### src/rtl/dss_pkg.sv
package dss_pkg;
  typedef enum logic [2:0] {
    S_IDLE,
    S_WAIT,
    S_GAP,
    S_REQ,
    S_RD,
    S_WR
  } seq_state_e;

  localparam logic [2:0] SIZE_CODE_MAX = 3'd5;

  function automatic logic [2:0] clamp_size(input logic [2:0] code);
    return (code > SIZE_CODE_MAX) ? SIZE_CODE_MAX : code;
  endfunction
endpackage

### src/rtl/dss_gap_timer.sv
module dss_gap_timer #(
  parameter int unsigned GAP_SHORT = 16,
  parameter int unsigned GAP_LONG  = 64
) (
  input  logic clk,
  input  logic rst_n,
  input  logic start,
  input  logic long_sel,
  output logic running,
  output logic expire
);
  localparam int unsigned CNT_W = $clog2(GAP_LONG) + 1;
  localparam logic [CNT_W-1:0] LOAD_SHORT = CNT_W'(GAP_SHORT - 1);
  localparam logic [CNT_W-1:0] LOAD_LONG  = CNT_W'(GAP_LONG - 1);

  logic [CNT_W-1:0] cnt_q;
  logic             run_q;

  always_ff @(posedge clk) begin
    if (!rst_n) begin
      cnt_q <= '0;
      run_q <= 1'b0;
    end else if (start) begin
      run_q <= 1'b1;
      cnt_q <= long_sel ? LOAD_LONG : LOAD_SHORT;
    end else if (run_q) begin
      if (cnt_q == '0) run_q <= 1'b0;
      else             cnt_q <= cnt_q - 1'b1;
    end
  end

  assign running = run_q;
  assign expire  = run_q && (cnt_q == '0);

  // a running gap always counts down toward expiry
  assert_gap_countdown_R6: assert property (@(posedge clk) disable iff (!rst_n)
    running && !expire && !start |=> running && (cnt_q == $past(cnt_q) - 1'b1));
endmodule

### src/rtl/dss_unit_ctr.sv
module dss_unit_ctr import dss_pkg::*; #(
  parameter int unsigned CW = 16,
  parameter int unsigned AW = 32
) (
  input  logic          clk,
  input  logic          rst_n,
  input  logic          load,
  input  logic [CW-1:0] cnt_in,
  input  logic [AW-1:0] src_in,
  input  logic [AW-1:0] dst_in,
  input  logic [2:0]    size_code,
  input  logic          unit_done,
  output logic [CW-1:0] remaining,
  output logic [AW-1:0] src_addr,
  output logic [AW-1:0] dst_addr,
  output logic          last_unit
);
  logic [CW-1:0] cnt_q;
  logic [AW-1:0] src_q, dst_q;
  logic [AW-1:0] step;

  assign step = AW'(1) << clamp_size(size_code);

  always_ff @(posedge clk) begin
    if (!rst_n) begin
      cnt_q <= '0;
      src_q <= '0;
      dst_q <= '0;
    end else if (load) begin
      cnt_q <= cnt_in;
      src_q <= src_in;
      dst_q <= dst_in;
    end else if (unit_done) begin
      cnt_q <= cnt_q - 1'b1;
      src_q <= src_q + step;
      dst_q <= dst_q + step;
    end
  end

  assign remaining = cnt_q;
  assign src_addr  = src_q;
  assign dst_addr  = dst_q;
  assign last_unit = (cnt_q == CW'(1));

  // one decrement per completed unit, never below zero
  assert_count_step_R9: assert property (@(posedge clk) disable iff (!rst_n)
    unit_done && !load |=> remaining == $past(remaining) - 1'b1);
  assert_no_underflow_R9: assert property (@(posedge clk) disable iff (!rst_n)
    unit_done |-> remaining != '0);
  // addresses move by the unit size
  assert_addr_step_R10: assert property (@(posedge clk) disable iff (!rst_n)
    unit_done && !load |=> (src_addr - $past(src_addr)) == (dst_addr - $past(dst_addr)));
endmodule

### src/rtl/dss_bus_fsm.sv
module dss_bus_fsm import dss_pkg::*; (
  input  logic       clk,
  input  logic       rst_n,
  input  logic       arm,
  input  logic       count_zero,
  input  logic       dreq_n,
  input  logic       burst_mode,
  input  logic [1:0] steal_sel,
  input  logic       bus_gnt,
  input  logic       mem_ready,
  input  logic       last_unit,
  input  logic       gap_running,
  input  logic       gap_expire,
  output logic       bus_req,
  output logic       mem_valid,
  output logic       mem_write,
  output logic       load,
  output logic       unit_done,
  output logic       rd_done,
  output logic       gap_start,
  output logic       gap_long,
  output logic       done
);
  seq_state_e st_q, st_nx;
  logic pend_q, done_q;
  logic want, rd_hs, wr_hs, keep_bus, owns;

  assign want      = !dreq_n;
  assign rd_hs     = (st_q == S_RD) && mem_ready;
  assign wr_hs     = (st_q == S_WR) && mem_ready;
  assign keep_bus  = burst_mode && !last_unit && want;
  assign load      = (st_q == S_IDLE) && arm;
  assign unit_done = wr_hs;
  assign rd_done   = rd_hs;
  assign gap_long  = steal_sel[1];
  assign gap_start = wr_hs && !last_unit && !burst_mode && (steal_sel != 2'd0);
  assign owns      = (st_q == S_REQ) || (st_q == S_RD) || (st_q == S_WR);
  assign bus_req   = owns && !(wr_hs && !keep_bus);
  assign mem_valid = (st_q == S_RD) || (st_q == S_WR);
  assign mem_write = (st_q == S_WR);
  assign done      = done_q;

  always_comb begin
    st_nx = st_q;
    unique case (st_q)
      S_IDLE: if (arm && !count_zero) st_nx = S_WAIT;
      S_WAIT: if (want) st_nx = S_REQ;
      S_GAP:  if (gap_expire) st_nx = (pend_q || want) ? S_REQ : S_WAIT;
      S_REQ:  if (bus_gnt) st_nx = S_RD;
      S_RD:   if (mem_ready) st_nx = S_WR;
      S_WR: begin
        if (mem_ready) begin
          if (last_unit)                 st_nx = S_IDLE;
          else if (keep_bus)             st_nx = S_RD;
          else if (burst_mode)           st_nx = S_WAIT;
          else if (steal_sel == 2'd0)    st_nx = want ? S_REQ : S_WAIT;
          else                           st_nx = S_GAP;
        end
      end
      default: st_nx = S_IDLE;
    endcase
  end

  always_ff @(posedge clk) begin
    if (!rst_n) begin
      st_q   <= S_IDLE;
      pend_q <= 1'b0;
      done_q <= 1'b0;
    end else begin
      st_q <= st_nx;
      if (gap_start)          pend_q <= want;
      else if (st_q == S_GAP) pend_q <= pend_q | want;
      else                    pend_q <= 1'b0;
      if (load)                    done_q <= count_zero;
      else if (wr_hs && last_unit) done_q <= 1'b1;
    end
  end

  // request held until granted; reads begin right after the grant
  assert_req_hold_R3: assert property (@(posedge clk) disable iff (!rst_n)
    bus_req && !bus_gnt |=> bus_req);
  assert_read_after_grant_R3: assert property (@(posedge clk) disable iff (!rst_n)
    $rose(mem_valid) |-> $past(bus_gnt) && !mem_write);
  // a stalled phase keeps its direction
  assert_valid_hold_R4: assert property (@(posedge clk) disable iff (!rst_n)
    mem_valid && !mem_ready |=> mem_valid && $stable(mem_write));
  // no request while the gap runs
  assert_gap_quiet_R6: assert property (@(posedge clk) disable iff (!rst_n)
    gap_running |-> !bus_req);
  // a finished job does not touch the bus
  assert_done_quiet_R9: assert property (@(posedge clk) disable iff (!rst_n)
    done |-> !bus_req && !mem_valid);
endmodule

### src/rtl/dma_steal_seq.sv
module dma_steal_seq import dss_pkg::*; #(
  parameter int unsigned CW        = 16,
  parameter int unsigned AW        = 32,
  parameter int unsigned DW        = 256,
  parameter int unsigned GAP_SHORT = 16,
  parameter int unsigned GAP_LONG  = 64
) (
  input  logic          clk,
  input  logic          rst_n,
  input  logic          arm,
  input  logic [CW-1:0] xfer_count,
  input  logic [AW-1:0] src_start,
  input  logic [AW-1:0] dst_start,
  input  logic          bus_mode,
  input  logic [1:0]    steal_sel,
  input  logic [2:0]    unit_sel,
  input  logic          dreq_n,
  output logic          bus_req,
  input  logic          bus_gnt,
  output logic          mem_valid,
  input  logic          mem_ready,
  output logic          mem_write,
  output logic [AW-1:0] mem_addr,
  output logic [2:0]    mem_size,
  input  logic [DW-1:0] mem_rdata,
  output logic [DW-1:0] mem_wdata,
  output logic [CW-1:0] remaining,
  output logic          done
);
  localparam int unsigned WIN_W = $clog2(GAP_LONG + 2) + 1;

  logic load, unit_done, rd_done, gap_start, gap_long, gap_running, gap_expire;
  logic last_unit;
  logic [AW-1:0] src_addr, dst_addr;
  logic [DW-1:0] buf_q;

  dss_unit_ctr #(.CW(CW), .AW(AW)) u_ctr (
    .clk(clk), .rst_n(rst_n), .load(load), .cnt_in(xfer_count),
    .src_in(src_start), .dst_in(dst_start), .size_code(unit_sel),
    .unit_done(unit_done), .remaining(remaining), .src_addr(src_addr),
    .dst_addr(dst_addr), .last_unit(last_unit)
  );

  dss_gap_timer #(.GAP_SHORT(GAP_SHORT), .GAP_LONG(GAP_LONG)) u_gap (
    .clk(clk), .rst_n(rst_n), .start(gap_start), .long_sel(gap_long),
    .running(gap_running), .expire(gap_expire)
  );

  dss_bus_fsm u_fsm (
    .clk(clk), .rst_n(rst_n), .arm(arm), .count_zero(xfer_count == '0),
    .dreq_n(dreq_n), .burst_mode(bus_mode), .steal_sel(steal_sel),
    .bus_gnt(bus_gnt), .mem_ready(mem_ready), .last_unit(last_unit),
    .gap_running(gap_running), .gap_expire(gap_expire), .bus_req(bus_req),
    .mem_valid(mem_valid), .mem_write(mem_write), .load(load),
    .unit_done(unit_done), .rd_done(rd_done), .gap_start(gap_start),
    .gap_long(gap_long), .done(done)
  );

  always_ff @(posedge clk) begin
    if (!rst_n)       buf_q <= '0;
    else if (rd_done) buf_q <= mem_rdata;
  end

  assign mem_addr  = mem_write ? dst_addr : src_addr;
  assign mem_size  = clamp_size(unit_sel);
  assign mem_wdata = buf_q;

  // Gap window checker: counts clocks since a gap was started
  logic             win_armed;
  logic [WIN_W-1:0] win_cnt;
  logic [WIN_W-1:0] gap_n;

  assign gap_n = steal_sel[1] ? WIN_W'(GAP_LONG) : WIN_W'(GAP_SHORT);

  always_ff @(posedge clk) begin
    if (!rst_n) begin
      win_armed <= 1'b0;
      win_cnt   <= '0;
    end else if (gap_start) begin
      win_armed <= 1'b1;
      win_cnt   <= WIN_W'(1);
    end else if (win_armed && bus_req) begin
      win_armed <= 1'b0;
    end else if (win_armed && (win_cnt != '1)) begin
      win_cnt <= win_cnt + 1'b1;
    end
  end

  // re-request only after the full gap
  assert_gap_window_R6: assert property (@(posedge clk) disable iff (!rst_n)
    win_armed && bus_req |-> win_cnt > gap_n);
  // done only with an empty count
  assert_done_empty_R9: assert property (@(posedge clk) disable iff (!rst_n)
    done |-> remaining == '0);
  // a stalled phase keeps its address
  assert_addr_hold_R4: assert property (@(posedge clk) disable iff (!rst_n)
    mem_valid && !mem_ready |=> $stable(mem_addr));
endmodule

### config.mk
export PLATFORM = sky130hd
export DESIGN_NAME = dma_steal_seq
export DESIGN_NICKNAME = d
export VERILOG_FILES = /design/src/rtl/dss_pkg.sv /design/src/rtl/dss_gap_timer.sv /design/src/rtl/dss_unit_ctr.sv /design/src/rtl/dss_bus_fsm.sv /design/src/rtl/dma_steal_seq.sv
export SDC_FILE = /design/constraint.sdc
export NUM_CORES = 1
export LEC_CHECK = 0
export BUFFER_PORTS_ARGS = -buffer_cell sky130_fd_sc_hd__clkbuf_2
export CAP_MARGIN = 25
export CORE_AREA = 3 3 256 258
export CTS_BUF_LIST = sky130_fd_sc_hd__clkbuf_16
export CTS_CLUSTER_DIAMETER = 100
export DETAILED_ROUTE_END_ITERATION = 10
export DIE_AREA = 0 0 259 261
export SYNTH_ARGS = -nofsm -noshare
export SYNTH_HDL_FRONTEND = slang
export SYNTH_SLANG_ARGS = --single-unit
### constraint.sdc
create_clock -name clk -period 10.5 [get_ports clk]
set_input_delay 1.575 -clock clk [delete_from_list [all_inputs] [get_ports clk]]
set_output_delay 1.575 -clock clk [all_outputs]
set_load 0.03 [all_outputs]
==> metrics.cfg, run 1 <==
[setup_path]
worst-endpoint-required_ns = 10.98
crit-reg2reg-capture = mem_wdata[238]$_SDFFE_PN0P_
worstReg2RegStart = u_fsm.st_q[2]$_SDFFE_PN0P_
critPathCaptureType = flop
critPathMaxFanout = 32
rrSetupSlack_ns = 7.16
path_common_cell = ha_1
critical_path.cell_chain = clkbuf_2, or2_2, nor2_1, ha_1, ha_1, or3b_2, a21oi_1, o32ai_1, a211oi_2, inv_1, or3_1, a31oi_1
cpMaxStageDelayCell = a211oi_2
timing.reg2reg.worst_path_depth = 7
worst_path_class_setup = primary input to flop
critical_path.startpoint_type = primary input
worst_ep_arrival_time_ns = 5.30
critical_path.max_stage_delay_ns = 0.65

[synth]
ys.warnings.count = 0
post_synth_num_cell_types = 73
async_reset_ff_share_pct = 0
synth_area_leaders = dfxtp_1 (46%), nand2_1 (15%), a21oi_1 (12%)
synth.largest_area_cell = dfxtp_1
netlist_instances = 1991
dominantRegCellSynth = dfxtp_1
synthDominantCellAreaShare_pct = 45.7
syn-cell-area_um2 = 15300
number_of_synthesized_register_bits = 349
number_of_enable_flip_flop_cells_after_synthesis = 0
yosysSeqAreaShare_pct = 45.7
synth.avg_cell_area_um2 = 7.68

[clocking]
cts_root_buffer = clkbuf_16
cts-htree-levels = 2
cts.sinks = 349
cts_made_buffers = 43
worst_case_clock_buffer_depth = 3
cts_tree = yes
clock_insertion_delay_worst_skew_ns = 0.56
postCtsResizedCells = 0
cts_hold_repair.buffers = 0
cts.repair_timing.setup_buffer_count = 0
worst_setup_hold_path_clk_slew_ns = 0.06

[power_and_ir_drop]
internal-power_mw = 2.48
leakage_nw = 8.44
power_frac_seq_pct = 42.0
power.share.clock_pct = 36.9
net-switching-power_mw = 1.26
worst_ir_drop_on_vdd_v = 0.000125
powerDensity_nw_per_um2 = 183
post_route_total_power_mw = 3.74
swShare_pct = 33.8
combinational_group_share_of_total_power_pct = 21.1

[grt]
grtUsageTotal_pct = 16.7
first_global_vias = 14700
global_route_wire_length_before_repair_um = 88900
grt_max_degree = 182
globalRoute.totalOverflow = 0
antenna_found_initial = 7

[placed_design]
dpl.hpwl_um = 44900
gp_congestion = 0.857
port_buffers = 658

[hold_path]
holdPathStages = 2
worstHoldPathType = flop to flop
timing.hold.worst_endpoint = mem_wdata[107]$_SDFFE_PN0P_
min_from = mem_wdata[107]$_SDFFE_PN0P_

[sta]
hold_ws_ns = 0.451
timing_worst_slew_pin_value_ns = 1.03
number_of_setup_violations_in_the_final_report = 0
post-route-period-util_pct = 45.9
report.final.hold_viol_count = 0
slew_headroom_pct = 31.2
rsz_0062_raised_after_global_routing = no
min_period_ns = 4.82
fmax_mhz = 208
worst_clock_skew_ns = 0.0164
setup_tns_ns = 0
drv_slew = 0

[layout]
layout.filler_cells = 6852
syn2layout_area_growth_pct = 33.8
finish.utilization_pct = 32.4
design.final.nets = 2912
final_layout_size_suffix_gt1_share_pct = 30.0
antennaDiodeCount = 0

[routing]
post_dr_vias_cell = 4.71
postRouteAntennaNets = 0
drcViolationCount = 0
drt_first_iter_violations = 1401
vias_after_detailed_routing = 16200
finalWirelength_um = 61100
detailed_router_iteration_count_before_antenna_repair = 5
detail_route.wl_per_cell_um = 17.8

[floorplanning]
fp.dieH_um = 261
rows = 92
coreArea_um2 = 63200
floorplan.die.width_um = 259
io_pins = 659
starting_density_pct = 24.2
die_area_um2 = 67600

[status]
status = completed

[flow_run]
cap_viol_max_count = 0

==> worst max-delay path by stage <==
stage                                            endpoint                       startpoint
after floorplan           u_ctr.dst_addr[18]$_SDFFE_PN0P_                      unit_sel[2]
after global placement    u_ctr.dst_addr[18]$_SDFFE_PN0P_                      unit_sel[1]
after detailed placement  u_ctr.dst_addr[18]$_SDFFE_PN0P_                      unit_sel[1]
after CTS                                         bus_req  u_ctr.remaining[7]$_SDFFE_PN0P_
after global routing      u_ctr.dst_addr[18]$_SDFFE_PN0P_                      unit_sel[1]
final                     u_ctr.dst_addr[18]$_SDFFE_PN0P_                      unit_sel[1]
==> through the flow <==
| stage | instance area (um2) | std cells | worst slack [ns] |
|---|---|---|---|
| after CTS | 20500 | 3428 | 5.68 |
| after detailed placement | 19200 | 3353 | 5.22 |
| after floorplan | 15300 | 1994 | 5.88 |
| final | 20500 | 3428 | 5.68 |
| after global routing | 20500 | 3428 | 5.50 |
| after global placement | 19200 | 3353 | 5.29 |
==> flip-flops by register name, indices dropped and copies added, names as in the netlist <==
signal / flops
u_fsm.pend_q: 1
u_ctr.src_addr: 32
mem_wdata: 256
u_ctr.dst_addr: 32
u_gap.running: 1
u_fsm.done: 1
u_fsm.st_q: 3
u_ctr.remaining: 16
u_gap.cnt_q: 7
==> cells by family after synthesis <==
family	Yosys count	synth area share (%)
other	1	0.0245
XOR/XNOR	44	2.52
flip-flops	349	45.7
buffers and inverters	174	4.51
AO/OA/AOI/OAI	534	19.8
multiplexers	34	2.47
AND/OR/NAND/NOR	843	23.9
adder cells (fa/ha/maj)	12	0.982
==> power groups by stage <==
stage	Sequential [mW]	Combinational, mW	Clock, mW
after floorplan	1.60	0.480	0
after global routing	1.59	0.860	1.47
after global placement	1.60	0.788	0
final	1.57	0.791	1.38
after detailed placement	1.60	0.788	0
after CTS	1.57	0.791	1.43
==> cells in the final DEF, fill, tap and decap left out, types with 7 or more instances in the layout <==
cell / instances
clkbuf_2: 658
nand2_1: 593
a21oi_1: 355
dfxtp_1: 349
o21ai_0: 65
nor2_1: 61
nand3_1: 52
clkbuf_16: 44
xor2_1: 33
mux2_2: 30
inv_1: 26
a31oi_1: 19
and3_1: 17
nand4_1: 16
nor3_1: 16
nor4_1: 13
o211ai_1: 13
or4_1: 12
ha_1: 12
buf_4: 12
xnor2_1: 11
a211oi_1: 9
a22oi_1: 8
or3_1: 7
clkinv_1: 7
==> layer usage <==
layer | vias to the layer above | wire length (um) | part of all wire, % | GRT usage [%]
met5 | - | 43 | 0.070 | 0
met4 | 8 | 1710 | 2.8 | 5.48
met3 | 97 | 5100 | 8.3 | 4.29
met2 | 602 | 28100 | 46 | 26.4
met1 | 7493 | 26200 | 43 | 22.2
li1 | 7951 | - | - | -
==> critical path: cells and delay by family <==
kind | cells | cell delay, ns
compound gates | 4 | 1.27
simple gates | 4 | 1.38
buf+inv | 2 | 0.48
fa+ha+maj | 2 | 0.58
==> Yosys cell counts, drive strengths merged, types with 11 or more instances <==
library cell and instances:
nand4 16, nor2 62, o21ai 68, and3 17, xor2 33, o211ai 13, dfxtp 349, buf 17
or4 12, nand3 52, clkbuf 142, a31oi 19, nor3 16, mux2 30, xnor2 11, ha 12
nor4 13, a21oi 356, nand2 593, inv 15
==> final cells by class <==
cell class / instances / area (um2) / area share [%]
timing repair buffer: 672 / 3420 / 16.7
inverter: 15 / 63.8 / 0.312
sequential: 349 / 6990 / 34.2
multi-input combinational: 1471 / 7630 / 37.3
clock buffer: 44 / 1100 / 5.38
tap: 846 / 1060 / 5.17
clock inverter: 31 / 186 / 0.911
Note: power is estimated with default switching activity, not from simulation.
==> inputs of run 2 (changes only) <==
--- a/config.mk
+++ b/config.mk
@@ -5,6 +5,7 @@
 export SDC_FILE = /design/constraint.sdc
 export NUM_CORES = 1
 export LEC_CHECK = 0
+export ABC_AREA = 1
 export BUFFER_PORTS_ARGS = -buffer_cell sky130_fd_sc_hd__clkbuf_2
 export CAP_MARGIN = 25
 export CORE_AREA = 3 3 256 258
==> constraint.sdc (replaced) <==
create_clock -name clk -period 4.1 [get_ports clk]
set_input_delay 0.615 -clock clk [delete_from_list [all_inputs] [get_ports clk]]
set_output_delay 0.615 -clock clk [all_outputs]
set_load 0.03 [all_outputs]
==> run 2 against run 1 <==
  * Synthesized area grew 9.8%
  * Count of clock-buffer cells in the layout is 1 lower
  * Setup slack got worse by 4.6 ns
  * Register-to-register slack worse by 5.6 ns
  * Clock power rose to 2.8 times the previous value
  * Critical path depth down 5
  * Critical path type is now flop to output port
  * Largest cell class unchanged
==> metrics.cfg, run 2 <==
[setup_path]
critPathMaxFanout = 65
worst-endpoint-required_ns = 3.48
worst_ep_arrival_time_ns = 2.43
rrSetupSlack_ns = 1.56
critical_path.startpoint_type = flop
worstReg2RegStart = u_fsm.st_q[1]$_SDFFE_PN0P_
worst_path_class_setup = flop to output port
timing.reg2reg.worst_path_depth = 8
critPathCaptureType = output port
crit-reg2reg-capture = mem_wdata[233]$_SDFFE_PN0P_

[sta]
number_of_setup_violations_in_the_final_report = 0
report.final.hold_viol_count = 0
worst_clock_skew_ns = 0.0162
fmax_mhz = 329
layout_setup_ws_ns = 1.06
post-route-period-util_pct = 74.2
hold_ws_ns = 0.286
setup_tns_ns = 0
slew_headroom_pct = 34.8
drv_slew = 0
min_period_ns = 3.04
timing_worst_slew_pin_value_ns = 0.978
rsz_0062_raised_after_global_routing = no

[synth]
post-synth-top-count-cell = nand2_1
synthTopCellsByCount = nand2_1 (666), nand3_1 (375), dfxtp_1 (349)
synth_area_leaders = dfxtp_1 (42%), nand2_1 (15%), nand3_1 (11%)
dominantRegCellSynth = dfxtp_1
number_of_enable_flip_flop_cells_after_synthesis = 0
synth.avg_cell_area_um2 = 6.80
synth.largest_area_cell = dfxtp_1
ys.warnings.count = 0
post_synth_num_cell_types = 51
netlist_instances = 2469
number_of_synthesized_register_bits = 349
synthDominantCellAreaShare_pct = 41.6
yosysSeqAreaShare_pct = 41.6
syn-cell-area_um2 = 16800
async_reset_ff_share_pct = 0

[routing]
finalWirelength_um = 75700
detailed_router_iteration_count_before_antenna_repair = 8
drcViolationCount = 0
drt_first_iter_violations = 1662
vias_after_detailed_routing = 18900
postRouteAntennaNets = 0
detail_route.wl_per_cell_um = 19.3
post_dr_vias_cell = 4.83

[clocking]
cts_root_buffer = clkbuf_16
postCtsResizedCells = 0
cts-htree-levels = 2
cts_made_buffers = 43
cts.sinks = 349
worst_case_clock_buffer_depth = 3
cts_hold_repair.buffers = 0
cts.repair_timing.setup_buffer_count = 0
clock_insertion_delay_worst_skew_ns = 0.58
worst_setup_hold_path_clk_slew_ns = 0.06
cts_tree = yes

[layout]
flip_flop_count_of_the_largest_register_after_layout = 256
ff_latch_area_um2 = 6990
most-common-layout-cells = nand2_1 (664), clkbuf_2 (657), nand3_1 (373)
multiInputGateArea_um2 = 8410
design.final.nets = 3391
mostFrequentLayoutCell = nand2_1
final_layout_size_suffix_gt1_share_pct = 25.8
layout.filler_cells = 6922
stdcell_area_um2 = 22200
syn2layout_area_growth_pct = 32.1

[placed_design]
placement.setup.worst_slack_ns = 1.14
dp_area_um2 = 20800
dpl.hpwl_um = 56200
gp_congestion = 0.891
port_buffers = 658

[grt]
grt_max_degree = 177
globalRoute.totalOverflow = 0
antenna_found_initial = 26
grtUsageTotal_pct = 21.1
first_global_vias = 17600
global_route_wire_length_before_repair_um = 110000

[hold_path]
holdPathStages = 3
min_from = mem_rdata[123]
worstHoldPathType = primary input to flop
timing.hold.worst_endpoint = mem_wdata[123]$_SDFFE_PN0P_

[power_and_ir_drop]
leakage_nw = 9.57
worst_ir_drop_on_vdd_v = 0.000269
post_route_total_power_mw = 9.73
powerDensity_nw_per_um2 = 439

[flow_run]
cap_viol_max_count = 0

[floorplanning]
floorplan.die.width_um = 259
fp.dieH_um = 261
coreArea_um2 = 63200
die_area_um2 = 67600
io_pins = 659
rows = 92
starting_density_pct = 26.6

[status]
status = completed

run 2: routing by layer:
| metal | global-route usage [%] | vias to the layer above | part of all wire (%) |
|---|---|---|---|
| met2 | 36.0 | 729 | 49 |
| met5 | 0 | - | 0.31 |
| li1 | - | 9366 | - |
| met3 | 6.65 | 136 | 8.8 |
| met1 | 25.7 | 8650 | 39 |
| met4 | 5.28 | 34 | 2.5 |
run 2: critical path, stage by stage (launching register included):
cell and delay, ns:
dfxtp_1 0.43, inv_2 0.09, nand3_2 0.09, buf_4 0.49
inv_1 0.34, nand2_1 0.12, nand2_1 0.09, clkbuf_2 0.19
run 2: cell families after synthesis:
family	synth area share, %
buf+inv	8.50
flops	41.6
simple gates	32.4
xor+xnor	0.783
compound gates	15.7
fa+ha+maj	0.895
other cells	0.0223
run 2: metrics by stage:
| stage | cells | utilization, % |
|---|---|---|
| global route | 3911 | 35.0 |
| floorplan | 2472 | - |
| detailed placement | 3832 | 32.8 |
| global placement | 3832 | 32.8 |
| CTS | 3909 | 35.0 |
| finish | 3918 | 35.1 |
run 2: how the worst max path moves through the flow:
stage | startpoint | endpoint | slack (ns)
floorplan | unit_sel[1] | u_ctr.src_addr[16]$_SDFFE_PN0P_ | 1.75
global placement | unit_sel[2] | u_ctr.src_addr[16]$_SDFFE_PN0P_ | 1.19
detailed placement | unit_sel[2] | u_ctr.src_addr[16]$_SDFFE_PN0P_ | 1.14
CTS | u_fsm.st_q[1]$_SDFFE_PN0P_ | mem_addr[0] | 0.99
global route | u_fsm.st_q[1]$_SDFFE_PN0P_ | mem_addr[0] | 0.87
finish | u_fsm.st_q[1]$_SDFFE_PN0P_ | mem_addr[0] | 1.06
run 2: area by class of cell:
cell class | count | share of cell area, %
diodes | 9 | 0.102
clock buffers | 43 | 4.85
clock inverters | 34 | 1.41
inverters | 193 | 3.35
multi-input cells | 1766 | 38.0
flip-flops and latches | 349 | 31.5
well taps | 846 | 4.78
repair buffers | 678 | 16.0
run 2: power by group:
| group | leakage, nW | internal (mW) | switching, mW | total, mW |
|---|---|---|---|---|
| clock | 0.687 | 2.19 | 1.65 | 3.84 |
| combinational | 6.06 | 0.651 | 1.45 | 2.10 |
| sequential | 2.82 | 3.57 | 0.221 | 3.79 |
| total | 9.57 | 6.41 | 3.32 | 9.73 |
==> inputs of run 3 (changes only) <==
--- a/config.mk
+++ b/config.mk
@@ -5,14 +5,14 @@
 export SDC_FILE = /design/constraint.sdc
 export NUM_CORES = 1
 export LEC_CHECK = 0
-export ABC_AREA = 1
+export ABC_AREA = 0
 export BUFFER_PORTS_ARGS = -buffer_cell sky130_fd_sc_hd__clkbuf_2
 export CAP_MARGIN = 25
-export CORE_AREA = 3 3 256 258
+export CORE_AREA = 3 3 258 260
 export CTS_BUF_LIST = sky130_fd_sc_hd__clkbuf_16
 export CTS_CLUSTER_DIAMETER = 100
 export DETAILED_ROUTE_END_ITERATION = 10
-export DIE_AREA = 0 0 259 261
+export DIE_AREA = 0 0 261 263
 export SYNTH_ARGS = -nofsm -noshare
 export SYNTH_HDL_FRONTEND = slang
 export SYNTH_SLANG_ARGS = --single-unit
==> constraint.sdc (replaced) <==
create_clock -name clk -period 2.45 [get_ports clk]
set_input_delay 0.3675 -clock clk [delete_from_list [all_inputs] [get_ports clk]]
set_output_delay 0.3675 -clock clk [all_outputs]
set_load 0.03 [all_outputs]
==> run 3 against run 2 <==
  * The flow now finishes with violations (negative setup slack)
  * Count of clock-buffer cells in the layout is the same
  * Sequential power increased by 74%
  * Core utilization increased by 1.7 points
  * Die area up 1.5%
  * Total power rose by 75%
  * Via count fell by 7.7%
  * Combinational power grew 100%
  * Non-clock buffer count is 295 higher
  * Setup slack lost 1.5 ns
  * Sequential share of layout area is 1.9 points lower
  * First-iteration DRC count fell by 30%
  * Largest cell class unchanged
==> metrics.cfg, run 3 (same netlist as run 1, synthesis figures left out) <==
[flow_run]
cap_viol_max_count = 0

[routing]
detail_route.wl_per_cell_um = 17.1
drcViolationCount = 0
finalWirelength_um = 64000
vias_after_detailed_routing = 17500
detailed_router_iteration_count_before_antenna_repair = 7
post_dr_vias_cell = 4.67
postRouteAntennaNets = 0
drt_first_iter_violations = 1157

[sta]
rsz_0062_raised_after_global_routing = yes
number_of_setup_violations_in_the_final_report = 1
worst_clock_skew_ns = 0.0206
fmax_mhz = 342
timing_worst_slew_pin_value_ns = 0.725
slew_headroom_pct = 51.5
layout_setup_ws_ns = -0.474
min_period_ns = 2.92
report.final.hold_viol_count = 0
drv_slew = 0
post-route-period-util_pct = 119

[power_and_ir_drop]
combinational_group_share_of_total_power_pct = 24.8
leakage_nw = 9.95
power.share.clock_pct = 36.5
powerDensity_nw_per_um2 = 721
swShare_pct = 32.9
internal-power_mw = 11.4
worst_ir_drop_on_vdd_v = 0.000472
net-switching-power_mw = 5.61
power_frac_seq_pct = 38.7
post_route_total_power_mw = 17.1

[clocking]
cts_made_buffers = 42
cts.sinks = 349
clock_insertion_delay_worst_skew_ns = 0.56
worst_setup_hold_path_clk_slew_ns = 0.06
worst_case_clock_buffer_depth = 3
cts_tree = yes
cts-htree-levels = 2
cts_root_buffer = clkbuf_16

[setup_path]
critical_path.startpoint_type = flop
cpLargestDelayFamily = simple AND/OR/NAND/NOR gates
critPathMaxFanout = 2
worst-endpoint-required_ns = 2.08
path_common_cell = or4_4
critPathCaptureType = output port
critical_path.max_stage_delay_ns = 0.52
cpMaxStageDelayCell = or4_4
critPathBufInv = 2
worst_ep_arrival_time_ns = 2.56
worst_path_class_setup = flop to output port
critical_path.cell_chain = or4_4, or4_4, nor3b_4, buf_6, o21ai_2, o21a_2, buf_8

[placed_design]
gp_congestion = 0.889
port_buffers = 658
placement.setup.worst_slack_ns = -0.483
dpl.hpwl_um = 46600

[layout]
flip_flop_count_of_the_largest_register_after_layout = 256
final_layout_size_suffix_gt1_share_pct = 33.0
design.final.nets = 3212
syn2layout_area_growth_pct = 54.8
most-common-layout-cells = clkbuf_2 (647), nand2_1 (592), a21oi_1 (352)
mostFrequentLayoutCell = clkbuf_2

[grt]
globalRoute.totalOverflow = 0
grt_max_degree = 99
antenna_found_initial = 6
grtUsageTotal_pct = 17.8
global_route_wire_length_before_repair_um = 97700
first_global_vias = 17200

[status]
violations = negative setup slack
status = finished, violations left

[floorplanning]
fp.dieH_um = 263
rows = 93
die_area_um2 = 68600
coreArea_um2 = 64300
starting_density_pct = 23.8
io_pins = 659
floorplan.die.width_um = 261

[hold_path]
worstHoldPathType = primary input to flop

run 3: changes by cell type in the layout (fill, tap and decap cells not counted), sizes merged, moves of 13 or more:
cell and change:
and3 +17, nand4 -15, buf +142, xor2 +23, mux2 +30, nand3 -332
o21bai -13, nor3 -21, dlygate4sd3 +162, a21oi +22, nor2 -20, nand2 -85
inv -172, o21ai -37
run 3: worst paths after layout:
path,startpoint,to,slack (ns),cells after the start
setup / recovery,u_ctr.remaining[9]$_SDFFE_PN0P_,bus_req,-0.47,7
hold / removal,mem_rdata[53],mem_wdata[53]$_SDFFE_PN0P_,0.04,3
setup reg to reg,u_ctr.remaining[9]$_SDFFE_PN0P_,u_gap.cnt_q[6]$_SDFFE_PN0P_,0.08,8
hold reg to reg,mem_wdata[115]$_SDFFE_PN0P_,mem_wdata[115]$_SDFFE_PN0P_,0.45,2
run 3: tightest hold or removal path: cells and delay by family:
kind	cells	cell delay [ns]
buf+inv	1	0.08
simple gates	1	0.05
compound gates	1	0.05
run 3: through the flow:
step	hold WS [ns]	instance area, um2	std cells	setup TNS (ns)	utilization (%)
global placement	0.442	20500	3498	-15.46	31.9
floorplan	0.453	15500	1994	-13.81	-
detailed placement	0.445	20500	3498	-18.04	31.9
CTS	0.000154	23500	3736	-8.69	36.6
finish	0.0408	23700	3741	-0.474	36.8
global route	0.0164	23600	3739	-0.585	36.8
run 3: cell type report:
type,count,area (um2)
inverter,15,63.8
tap,855,1070
antenna,3,7.51
sequential,349,7000
clock inverter,32,275
multi-input combinational,1471,7850
clock buffer,43,1080
fill,6633,40700
timing repair buffer,973,6310
run 3: power by group through the flow:
stage,clock (mW),combinational (mW),sequential [mW]
3_5_place_dp,0,3.91,6.71
2_1_floorplan,0,2.10,6.88
5_1_grt,6.62,4.58,6.68
3_3_place_gp,0,3.91,6.71
6_report,6.22,4.23,6.61
4_1_cts,6.42,4.19,6.59
run 3: what timing repair did:
action	in CTS	in global routing
hold endpoints to repair	162	0
endpoints found under the setup margin	44	82
resized for setup	6	40
pin swaps	3	10
hold buffers	162	0
buffers inserted	1	2
run 3: metal layers:
| layer | vias to the layer above | wire length (um) | global-route usage [%] |
|---|---|---|---|
| met5 | - | 51 | 0 |
| met4 | 8 | 2230 | 6.44 |
| met3 | 145 | 5320 | 4.94 |
| met2 | 655 | 30300 | 29.9 |
| met1 | 8080 | 26000 | 21.7 |
| li1 | 8564 | - | - |
